[src/rtl/int_alu_pkg.sv]
package int_alu_pkg;

   typedef enum logic [4:0] {
      OP_ADD   = 5'h00,
      OP_ADDU  = 5'h01,
      OP_SUB   = 5'h02,
      OP_SUBU  = 5'h03,
      OP_AND   = 5'h04,
      OP_OR    = 5'h05,
      OP_XOR   = 5'h06,
      OP_NOR   = 5'h07,
      OP_SLT   = 5'h08,
      OP_SLTU  = 5'h09,
      OP_ADDI  = 5'h0A,
      OP_ADDIU = 5'h0B,
      OP_ANDI  = 5'h0C,
      OP_ORI   = 5'h0D,
      OP_XORI  = 5'h0E,
      OP_SLTI  = 5'h0F,
      OP_SLTIU = 5'h10,
      OP_LUI   = 5'h11
   } alu_op_e;

   typedef enum logic [2:0] {
      SEL_ZERO,
      SEL_ARITH,
      SEL_LOGIC,
      SEL_SLTS,
      SEL_SLTU,
      SEL_PASSB
   } res_sel_e;

   typedef enum logic [1:0] {
      LFN_AND = 2'd0,
      LFN_OR  = 2'd1,
      LFN_XOR = 2'd2,
      LFN_NOR = 2'd3
   } lfn_e;

   typedef enum logic [1:0] {
      EXT_ZERO,
      EXT_SIGN,
      EXT_UPPER
   } ext_e;

   typedef struct packed {
      logic     use_imm;
      ext_e     ext;
      logic     sub;
      logic     trap;
      lfn_e     lfn;
      res_sel_e sel;
   } ctrl_t;

   function automatic ctrl_t decode_op(input logic [4:0] code);
      ctrl_t c;
      c.use_imm = 1'b0;
      c.ext     = EXT_SIGN;
      c.sub     = 1'b0;
      c.trap    = 1'b0;
      c.lfn     = LFN_AND;
      c.sel     = SEL_ZERO;
      case (code)
         OP_ADD:   begin c.sel = SEL_ARITH; c.trap = 1'b1; end
         OP_ADDU:  begin c.sel = SEL_ARITH; end
         OP_SUB:   begin c.sel = SEL_ARITH; c.sub = 1'b1; c.trap = 1'b1; end
         OP_SUBU:  begin c.sel = SEL_ARITH; c.sub = 1'b1; end
         OP_AND:   begin c.sel = SEL_LOGIC; c.lfn = LFN_AND; end
         OP_OR:    begin c.sel = SEL_LOGIC; c.lfn = LFN_OR; end
         OP_XOR:   begin c.sel = SEL_LOGIC; c.lfn = LFN_XOR; end
         OP_NOR:   begin c.sel = SEL_LOGIC; c.lfn = LFN_NOR; end
         OP_SLT:   begin c.sel = SEL_SLTS; c.sub = 1'b1; end
         OP_SLTU:  begin c.sel = SEL_SLTU; c.sub = 1'b1; end
         OP_ADDI:  begin c.sel = SEL_ARITH; c.use_imm = 1'b1; c.trap = 1'b1; end
         OP_ADDIU: begin c.sel = SEL_ARITH; c.use_imm = 1'b1; end
         OP_ANDI:  begin c.sel = SEL_LOGIC; c.use_imm = 1'b1; c.ext = EXT_ZERO; c.lfn = LFN_AND; end
         OP_ORI:   begin c.sel = SEL_LOGIC; c.use_imm = 1'b1; c.ext = EXT_ZERO; c.lfn = LFN_OR; end
         OP_XORI:  begin c.sel = SEL_LOGIC; c.use_imm = 1'b1; c.ext = EXT_ZERO; c.lfn = LFN_XOR; end
         OP_SLTI:  begin c.sel = SEL_SLTS; c.use_imm = 1'b1; c.sub = 1'b1; end
         OP_SLTIU: begin c.sel = SEL_SLTU; c.use_imm = 1'b1; c.sub = 1'b1; end
         OP_LUI:   begin c.sel = SEL_PASSB; c.use_imm = 1'b1; c.ext = EXT_UPPER; end
         default:  begin c.sel = SEL_ZERO; end
      endcase
      return c;
   endfunction

endpackage

[src/rtl/int_alu_imm_ext.sv]
module int_alu_imm_ext
   import int_alu_pkg::*;
#(
   parameter int DATA_W = 32,
   parameter int IMM_W  = 16
) (
   input  logic [IMM_W-1:0]  imm_i,
   input  ext_e              mode_i,
   output logic [DATA_W-1:0] ext_o
);

   localparam int PAD_W = DATA_W - IMM_W;

   logic [DATA_W-1:0] zext;
   logic [DATA_W-1:0] sext;
   logic [DATA_W-1:0] upper;

   assign zext  = {{PAD_W{1'b0}}, imm_i};
   assign sext  = {{PAD_W{imm_i[IMM_W-1]}}, imm_i};
   assign upper = {imm_i, {PAD_W{1'b0}}};

   always_comb begin
      case (mode_i)
         EXT_ZERO:  ext_o = zext;
         EXT_UPPER: ext_o = upper;
         default:   ext_o = sext;
      endcase
   end

endmodule

[src/rtl/int_alu_addsub.sv]
module int_alu_addsub #(
   parameter int DATA_W       = 32,
   parameter bit SLT_FROM_SUM = 1'b1
) (
   input  logic [DATA_W-1:0] a_i,
   input  logic [DATA_W-1:0] b_i,
   input  logic              sub_i,
   output logic [DATA_W-1:0] sum_o,
   output logic              ovf_o,
   output logic              lt_s_o,
   output logic              lt_u_o
);

   localparam int MSB = DATA_W - 1;

   logic [DATA_W-1:0] b_eff;
   logic [DATA_W:0]   wide;
   logic              carry;

   assign b_eff = sub_i ? ~b_i : b_i;
   assign wide  = {1'b0, a_i} + {1'b0, b_eff} + {{DATA_W{1'b0}}, sub_i};
   assign sum_o = wide[MSB:0];
   assign carry = wide[DATA_W];

   // Signed wrap: the effective addends agree in sign, the sum does not.
   assign ovf_o = (a_i[MSB] == b_eff[MSB]) && (sum_o[MSB] != a_i[MSB]);

   // In subtract mode a missing carry-out is a borrow, so a < b unsigned.
   assign lt_u_o = ~carry;

   generate
      if (SLT_FROM_SUM) begin : g_slt_sum
         // Sign of the difference, corrected when the difference wrapped.
         assign lt_s_o = sum_o[MSB] ^ ovf_o;
      end else begin : g_slt_cmp
         assign lt_s_o = $signed(a_i) < $signed(b_i);
      end
   endgenerate

endmodule

[src/rtl/int_alu_logic.sv]
module int_alu_logic
   import int_alu_pkg::*;
#(
   parameter int DATA_W = 32
) (
   input  logic [DATA_W-1:0] a_i,
   input  logic [DATA_W-1:0] b_i,
   input  lfn_e              fn_i,
   output logic [DATA_W-1:0] res_o
);

   always_comb begin
      case (fn_i)
         LFN_AND: res_o = a_i & b_i;
         LFN_OR:  res_o = a_i | b_i;
         LFN_XOR: res_o = a_i ^ b_i;
         default: res_o = ~(a_i | b_i);
      endcase
   end

endmodule

[src/rtl/int_alu.sv]
module int_alu
   import int_alu_pkg::*;
#(
   parameter int DATA_W       = 32,
   parameter int IMM_W        = 16,
   parameter bit SLT_FROM_SUM = 1'b1
) (
   input  logic [DATA_W-1:0] opa_i,
   input  logic [DATA_W-1:0] opb_i,
   input  logic [IMM_W-1:0]  imm_i,
   input  logic [4:0]        op_i,
   output logic [DATA_W-1:0] result_o,
   output logic              ovf_o
);

   localparam int FLAG_PAD = DATA_W - 1;

   generate
      if (IMM_W < 1 || IMM_W >= DATA_W) begin : g_bad_imm_w
         $error("int_alu: IMM_W must lie between 1 and DATA_W-1");
      end
      if (DATA_W < 2) begin : g_bad_data_w
         $error("int_alu: DATA_W must be at least 2");
      end
   endgenerate

   ctrl_t             ctrl;
   logic [DATA_W-1:0] imm_wide;
   logic [DATA_W-1:0] src_b;
   logic [DATA_W-1:0] sum;
   logic              raw_ovf;
   logic              lt_s;
   logic              lt_u;
   logic [DATA_W-1:0] logic_res;

   assign ctrl = decode_op(op_i);

   int_alu_imm_ext #(
      .DATA_W (DATA_W),
      .IMM_W  (IMM_W)
   ) u_ext (
      .imm_i  (imm_i),
      .mode_i (ctrl.ext),
      .ext_o  (imm_wide)
   );

   assign src_b = ctrl.use_imm ? imm_wide : opb_i;

   int_alu_addsub #(
      .DATA_W       (DATA_W),
      .SLT_FROM_SUM (SLT_FROM_SUM)
   ) u_addsub (
      .a_i    (opa_i),
      .b_i    (src_b),
      .sub_i  (ctrl.sub),
      .sum_o  (sum),
      .ovf_o  (raw_ovf),
      .lt_s_o (lt_s),
      .lt_u_o (lt_u)
   );

   int_alu_logic #(
      .DATA_W (DATA_W)
   ) u_logic (
      .a_i   (opa_i),
      .b_i   (src_b),
      .fn_i  (ctrl.lfn),
      .res_o (logic_res)
   );

   always_comb begin
      case (ctrl.sel)
         SEL_ARITH: result_o = sum;
         SEL_LOGIC: result_o = logic_res;
         SEL_SLTS:  result_o = {{FLAG_PAD{1'b0}}, lt_s};
         SEL_SLTU:  result_o = {{FLAG_PAD{1'b0}}, lt_u};
         SEL_PASSB: result_o = src_b;
         default:   result_o = '0;
      endcase
   end

   assign ovf_o = ctrl.trap & raw_ovf;

endmodule

[config.mk]
export PLATFORM = sky130hd
export DESIGN_NAME = int_alu
export DESIGN_NICKNAME = d
export VERILOG_FILES = /design/src/rtl/int_alu_pkg.sv /design/src/rtl/int_alu_imm_ext.sv /design/src/rtl/int_alu_addsub.sv /design/src/rtl/int_alu_logic.sv /design/src/rtl/int_alu.sv
export SDC_FILE = /design/constraint.sdc
export NUM_CORES = 1
export LEC_CHECK = 0
export ABC_CLOCK_PERIOD_IN_PS = 6500
export BUFFER_PORTS_ARGS = -buffer_cell sky130_fd_sc_hd__buf_2
export CORE_MARGIN = 8
export CORE_UTILIZATION = 40
export DETAILED_ROUTE_END_ITERATION = 10
export PLACE_DENSITY = 0.73
export SLEW_MARGIN = 40
export SYNTH_ARGS = -nofsm -noshare
export SYNTH_HDL_FRONTEND = slang
export SYNTH_HIERARCHICAL = 1
export SYNTH_SLANG_ARGS = --single-unit
[constraint.sdc]
create_clock -name vclk -period 6.5
set_clock_uncertainty 0.2 [all_clocks]
set_input_delay 0.975 -clock vclk [all_inputs]
set_output_delay 0.975 -clock vclk [all_outputs]
set_load 0.02 [all_outputs]
==> impl_results.md, run 1 <==
* Run status: completed
* Sequential cell area at 0 um^2
* Sw Share at 54.8%
* Crit end category: output pin
* Core ar. at between 0.015 and 0.02 mm^2
* Pwr Total at 1.03 mW
* Critical path required time at 5.32 ns
* Clock power share at 0%
* Post-DP HPWL at 16800 um
* Critical Path Start Type: input pin
* Int Power at 0.468 mW
* Avg Cell Area, Syn at 7.30 um^2
* Synth Instances at 902
* Multi-input logic area at just under 0.006 mm^2
* WL met3 at 1490 um
* Max-cap viol count at 0
* Routed WL at 20700 um
* Slew at the pin closest to its max-slew limit at 0.735 ns
* Switching power at between 0.5 and 0.6 mW
* Final setup fails at 0
* Leak pwr at ~4 nW
* Critical path origin: op_i[3]
* Min Tclk post-route at 6.33 ns
* Setup CP Type: input pin to output pin
* Worst EP arrival at 5.15 ns
* GRT overflow at 0
* Via count at roughly 7000
* DR pass1 iterations at 5
* Boundary pin count at 118
* Fraction of layout cells with a size suffix above 1 at 27.2%
* Hold Startpoint: opb_i[29]
* Nets at ~1200
* Yosys cell types at 68
* Antenna cells at 0
* Max Freq at 158 MHz
* Hold Path Class: input pin to output pin
* Placed Instances at around 1200
* Die area at 0.0208 mm^2
* Initial antenna violation count at 0
* Commonest non-fill, non-tap cell in the layout: buf_2
* Area growth syn-to-layout at 16.1%
* Synthesized net count at ~1100
* Final slew viol count at 0
* Worst VDD drop at 0.0526 mV
* Flop pwr share at 0%
* Starting Density at between 40% and 50%
* Largest net degree at the start of global routing at 62
* Final ANT Viol Nets at 0
* Row cnt at 47
* Worst-path fanout max at 18
* FFs & Latches at 0
* DR DRC count at 0
* Synth warnings at 6
* Final Instance Count excl. Fillers at roughly 1200
* Fillers at 1700
* WL/cell at 16.8 um
* Die width at about 140 um
* Slew HR at 50.9%
* Metal2 WL at 9210 um
* First-pass GRT wire length at about 32000 um
* # clk buffers at 0
* Sequential-to-total area share from yosys stat at 0%
* Hold Fails Final Rpt at 0
* Cell Area, Synth at 0.00659 mm^2
* Vias in the first global route at 6268
* Iter 0 DRT Violations at between 500 and 600
* Most frequent cells in the layout: buf_2, ha_1, nand2_1, inv_1, o21ai_0
* Gate power share at 100.0%
* Die Height at 144 um
* Port Buffer Count at 118
* Final Wtd Congestion at 0.940
* Max Used Layer: met4
* DR vias/cell at 5.63
* Pwr dens at 135 mW/mm^2
* Final worst path period share at 97.4%
* Total GRT Usage at 18.6%
* Cts hold-fix bufs at 0
* Met1 wire length at 9720 um
* Setup TNS at 0 ns
## cell usage after synthesis (15+ instances only)
library cell,n,area share (%)
buf_6,16,2.7
xor2_1,48,6.4
nor2_1,51,2.9
nand2_1,91,5.2
o221a_2,22,3.8
and2_1,20,1.9
buf_2,15,1.1
nor3b_1,32,3.6
a22o_1,31,4.1
a21oi_1,32,2.4
o21ai_1,30,2.3
clkbuf_1,26,1.5
o21ai_0,71,5.4
ha_1,95,18
a21o_1,67,7.6
mux2_4,28,6.4
inv_1,69,3.9
## worst max-delay path: stages
cell and delay, ns:
buf_2 0.12, nor2b_1 0.16, and3_4 0.29, buf_12 0.19
nand2b_4 0.12, and2_1 0.21, nor3b_1 0.17, o21ai_0 0.09
o221a_2 0.21, xor2_1 0.17, ha_1 0.35, o21ai_0 0.54
a2111oi_2 0.13, o211ai_1 0.27, o211ai_1 0.19, o21ai_0 0.24
buf_4 0.16, o211ai_1 0.08, mux2_2 0.27, nand2_1 0.06
buf_2 0.16
## final cells by class
cell class | instances | share of cell area [%]
multi-input combinational | 763 | 78.1
timing repair buffer | 184 | 14.9
inverter | 69 | 3.39
tap | 220 | 3.60
## power groups by stage
stage / clock network [mW] / registers, mW / logic [mW]
CTS: 0 / 0 / 1.01
global placement: 0 / 0 / 1.00
finish: 0 / 0 / 1.03
detailed placement: 0 / 0 / 1.01
global route: 0 / 0 / 1.13
floorplan: 0 / 0 / 0.723
## worst paths after layout
| kind | end | slack (ns) | cells past startpoint |
|---|---|---|---|
| hold / removal | result_o[29] | 2.34 | 4 |
| setup / recovery | result_o[0] | 0.17 | 21 |
## kinds of logic after synthesis
logic type,synth area share [%]
compound gates,35.8
xor+xnor,7.98
fa+ha+maj,18.4
buf+inv,10.5
mux,6.86
simple gates,20.5
## what timing repair did
action	CTS	global route
buffers inserted	0	2
cloned	0	1
resized for setup	1	17
pin swaps	0	1
endpoints found under the setup margin	1	15
endpoints found under the hold margin	0	0
## metal layers
layer  vias up  GRT usage (%)
met5         -              0
met4         0           2.41
met3        29           1.98
met2       283           30.1
met1      3194           26.6
li1       3454              -
## metrics by stage
stage | instance area [um^2] | worst slack (ns) | hold slack [ns] | utilization [%]
6_report | 7640 | 0.171 | 2.34 | 46.8
5_1_grt | 7640 | -0.0163 | 2.37 | 46.8
4_1_cts | 7550 | 0.0342 | 2.34 | 46.2
3_3_place_gp | 7550 | 0.0406 | 2.35 | 46.2
2_1_floorplan | 6590 | 0.0732 | 2.08 | -
3_5_place_dp | 7550 | -0.00612 | 2.33 | 46.2
Note: power is estimated with default switching activity, not from simulation.
==> run 2, diff against run 1 <==
- PLACE_DENSITY: 0.73 -> 0.75
- SYNTH_HIERARCHICAL: 1 -> not set
==> impl_results.md, run 2 <==
* Run status: completed
* Slew HR at 42.6% (-8.3 points)
* Crit-path cells: buf_2 -> nor4b_4 -> nand2b_1 -> nand2_2 -> buf_12 -> buf_4 -> mux2i_1 -> nor2_1 -> xor2_1 -> ha_1 -> and4_1 -> nand2_1 -> o21ai_0 -> o31ai_2 -> o21ai_2 -> a311oi_1 -> buf_4 -> a21oi_1 -> or4b_1 -> nand3b_1 -> buf_2
* Placed cell areas at 0.00567 mm^2 (-25%)
* Cts hold-fix bufs at 0 (unchanged)
* Row cnt at 39 (-17%)
* Yosys cell types at 59 (-13%)
* Fraction of layout cells with a size suffix above 1 at 23.3% (-3.9 points)
* Hold-critical path depth at 4 (unchanged)
* Starting Density at 41.2% (+0.89 points)
* Commonest non-fill, non-tap cell in the layout: buf_2
* Synth top area cells: ha_1, xor2_1, a21oi_1, nor2_1, a221oi_1
* Slowest stage delay, CP at 0.51 ns (-0.03 ns)
* DR vias/cell at 5.90 (+4.8%)
* Placed Instances at 944 (-23%)
* Count leader, synth: ha_1
* DR pass1 iterations at 5 (unchanged)
* Setup ws final at 0.156 ns (-0.0149 ns)
* Boundary pin count at 118 (unchanged)
* Most frequent cells in the layout: buf_2, ha_1, nor2_1, inv_1, a21oi_1
* Vias in the first global route at 5453 (-13%)
* Crit end category: output pin
* Worst path bufs/invs at 5 (+1)
* Final slew viol count at 0 (unchanged)
* Avg Cell Area, Syn at 6.87 um^2 (-5.9%)
* Setup TNS at 0 ns (unchanged)
* Leak pwr at 3.02 nW (-25%)
* # clk buffers at 0 (unchanged)
* Final worst path period share at 97.6% (+0.23 points)
* Synth warnings at 0 (-6)
* Final Instance Count excl. Fillers at 954 (-23%)
* Synthesized net count at 868 (-20%)
* Min Tclk post-route at 6.34 ns (+0.0149 ns)
* Design area at 0.00579 mm^2 (-24%)
* Worst-path fanout max at 14 (-4)
* WL/cell at 17.7 um (+5.8%)
* Initial antenna violation count at 0 (unchanged)
* Sw Share at 57.4% (+2.6 points)
* Worst EP arrival at 5.17 ns (+0.02 ns)
* FFs & Latches at 0 (unchanged)
* Post-synth top area share at 25.2% (+7.1 points)
* Sequential cell area at 0 um^2 (unchanged)
* Setup CP Type: input pin to output pin
* Final ANT Viol Nets at 0 (unchanged)
* Gate power share at 100.0% (about the same)
* Int Power at 0.330 mW (-29%)
* Flop pwr share at 0% (unchanged)
* Critical Path Start Type: input pin
* Routed WL at 16900 um (-18%)
* Synth area leader: ha_1
* Crit-path slowest cell: or4b_1
* Die Height at 125 um (-14%)
* Nets at 994 (-17%)
* Max-cap viol count at 0 (unchanged)
* Clock power share at 0% (unchanged)
* Port Buffer Count at 118 (unchanged)
* Slew at the pin closest to its max-slew limit at 0.861 ns (+0.126 ns)
* Worst VDD drop at 0.0629 mV (+20%)
* Setup WS pre-CTS at 0.0929 ns (+0.0990 ns)
* Cell Area, Synth at 0.00472 mm^2 (-28%)
* Core ar. at 0.0115 mm^2 (-30%)
* Largest net degree at the start of global routing at 34 (-45%)
* Most frequent cells after synthesis: ha_1, nor2_1, inv_1
* Max Freq at 158 MHz (-0.24%)
* Largest delay share family, worst path: simple AND/OR/NAND/NOR gates
* Iter 0 DRT Violations at 535 (-0.56%)
* Hold_ws at 2.17 ns (-0.171 ns)
* Sequential-to-total area share from yosys stat at 0% (unchanged)
* Stages on the worst setup path at 21 (unchanged)
* DR DRC count at 0 (unchanged)
* Synth Instances at 687 (-24%)
* Post-DP HPWL at 13500 um (-19%)
* Hold Path Class: input pin to output pin
* Critical path required time at 5.32 ns (about the same)
* Hold Startpoint: imm_i[14]
* Antenna cells at 0 (unchanged)
* Via count at 5630 (-19%)
* Total GRT Usage at 20.4% (+1.8 points)
* Die area at 0.0155 mm^2 (-25%)
* Die width at 125 um (-14%)
* Final setup fails at 0 (unchanged)
* Switching power at 0.446 mW (-21%)
* Final Wtd Congestion at 1.02 (+8.4%)
* Area growth syn-to-layout at 22.7%
* Pwr dens at 134 mW/mm^2 (-1.0%)
* Hold Fails Final Rpt at 0 (unchanged)
* Hold endpoint: result_o[30]
* GRT overflow at 0 (unchanged)
* First-pass GRT wire length at 27400 um (-15%)
## run 2: cell count changes in the layout (fill, tap and decap cells not counted), sizes merged, moves of 29 or more
cell	previous run	this run
a21o	70	20
a21oi	32	65
a221oi	0	33
a22o	31	2
nand2	92	36
nor2	52	81
nor3b	32	3
o21ai	101	23
o221a	31	0
## run 2: final cells by class
type,instances,area (um^2)
Fill cell,1169,5670
Tap cell,143,179
Inverter,74,278
Multi-Input combinational cell,575,4380
Timing Repair Buffer,162,961
## run 2: worst max-delay path by stage
| stage | startpoint | to | slack [ns] |
|---|---|---|---|
| 2_1_floorplan | op_i[3] | result_o[26] | 0.13 |
| 3_3_place_gp | op_i[1] | result_o[26] | 0.13 |
| 3_5_place_dp | op_i[2] | ovf_o | 0.09 |
| 4_1_cts | op_i[2] | result_o[21] | 0.07 |
| 5_1_grt | op_i[2] | result_o[26] | -0.08 |
| 6_report | op_i[2] | result_o[26] | 0.16 |
## run 2: power groups by stage
stage	clock network (mW)	registers, mW	logic (mW)
2_1_floorplan	0	0	0.524
3_3_place_gp	0	0	0.742
3_5_place_dp	0	0	0.744
4_1_cts	0	0	0.750
5_1_grt	0	0	0.855
6_report	0	0	0.776
## run 2: metal layers
metal | routed length (um) | up-vias | share of wire, % | global-route usage [%]
met5 | 0 | - | 0 | 0
met4 | 584 | 0 | 3.5 | 6.66
met3 | 1480 | 32 | 8.8 | 3.53
met2 | 7430 | 260 | 44 | 32.4
met1 | 7420 | 2608 | 44 | 27.2
li1 | - | 2730 | - | -
## run 2: timing repair
action | 4_1_cts | 5_1_grt
setup endpoints to repair | 0 | 12
endpoints found under the hold margin | 0 | 0
gates resized for setup | 0 | 12
setup buffers | 0 | 10
## run 2: cells by family after synthesis
| group | count (synthesis) | synth area share [%] |
|---|---|---|
| AO/OA/AOI/OAI | 226 | 33.4 |
| XOR/XNOR | 56 | 10.4 |
| multiplexers | 17 | 3.63 |
| AND/OR/NAND/NOR | 180 | 18.0 |
| buffers and inverters | 112 | 8.90 |
| adder cells (fa/ha/maj) | 96 | 25.6 |
## run 2: per-stage QoR
step	total power, mW	util, %
3_5_place_dp	0.744	49.4
2_1_floorplan	0.524	-
5_1_grt	0.855	50.5
4_1_cts	0.750	49.4
6_report	0.776	50.5
3_3_place_gp	0.742	49.4
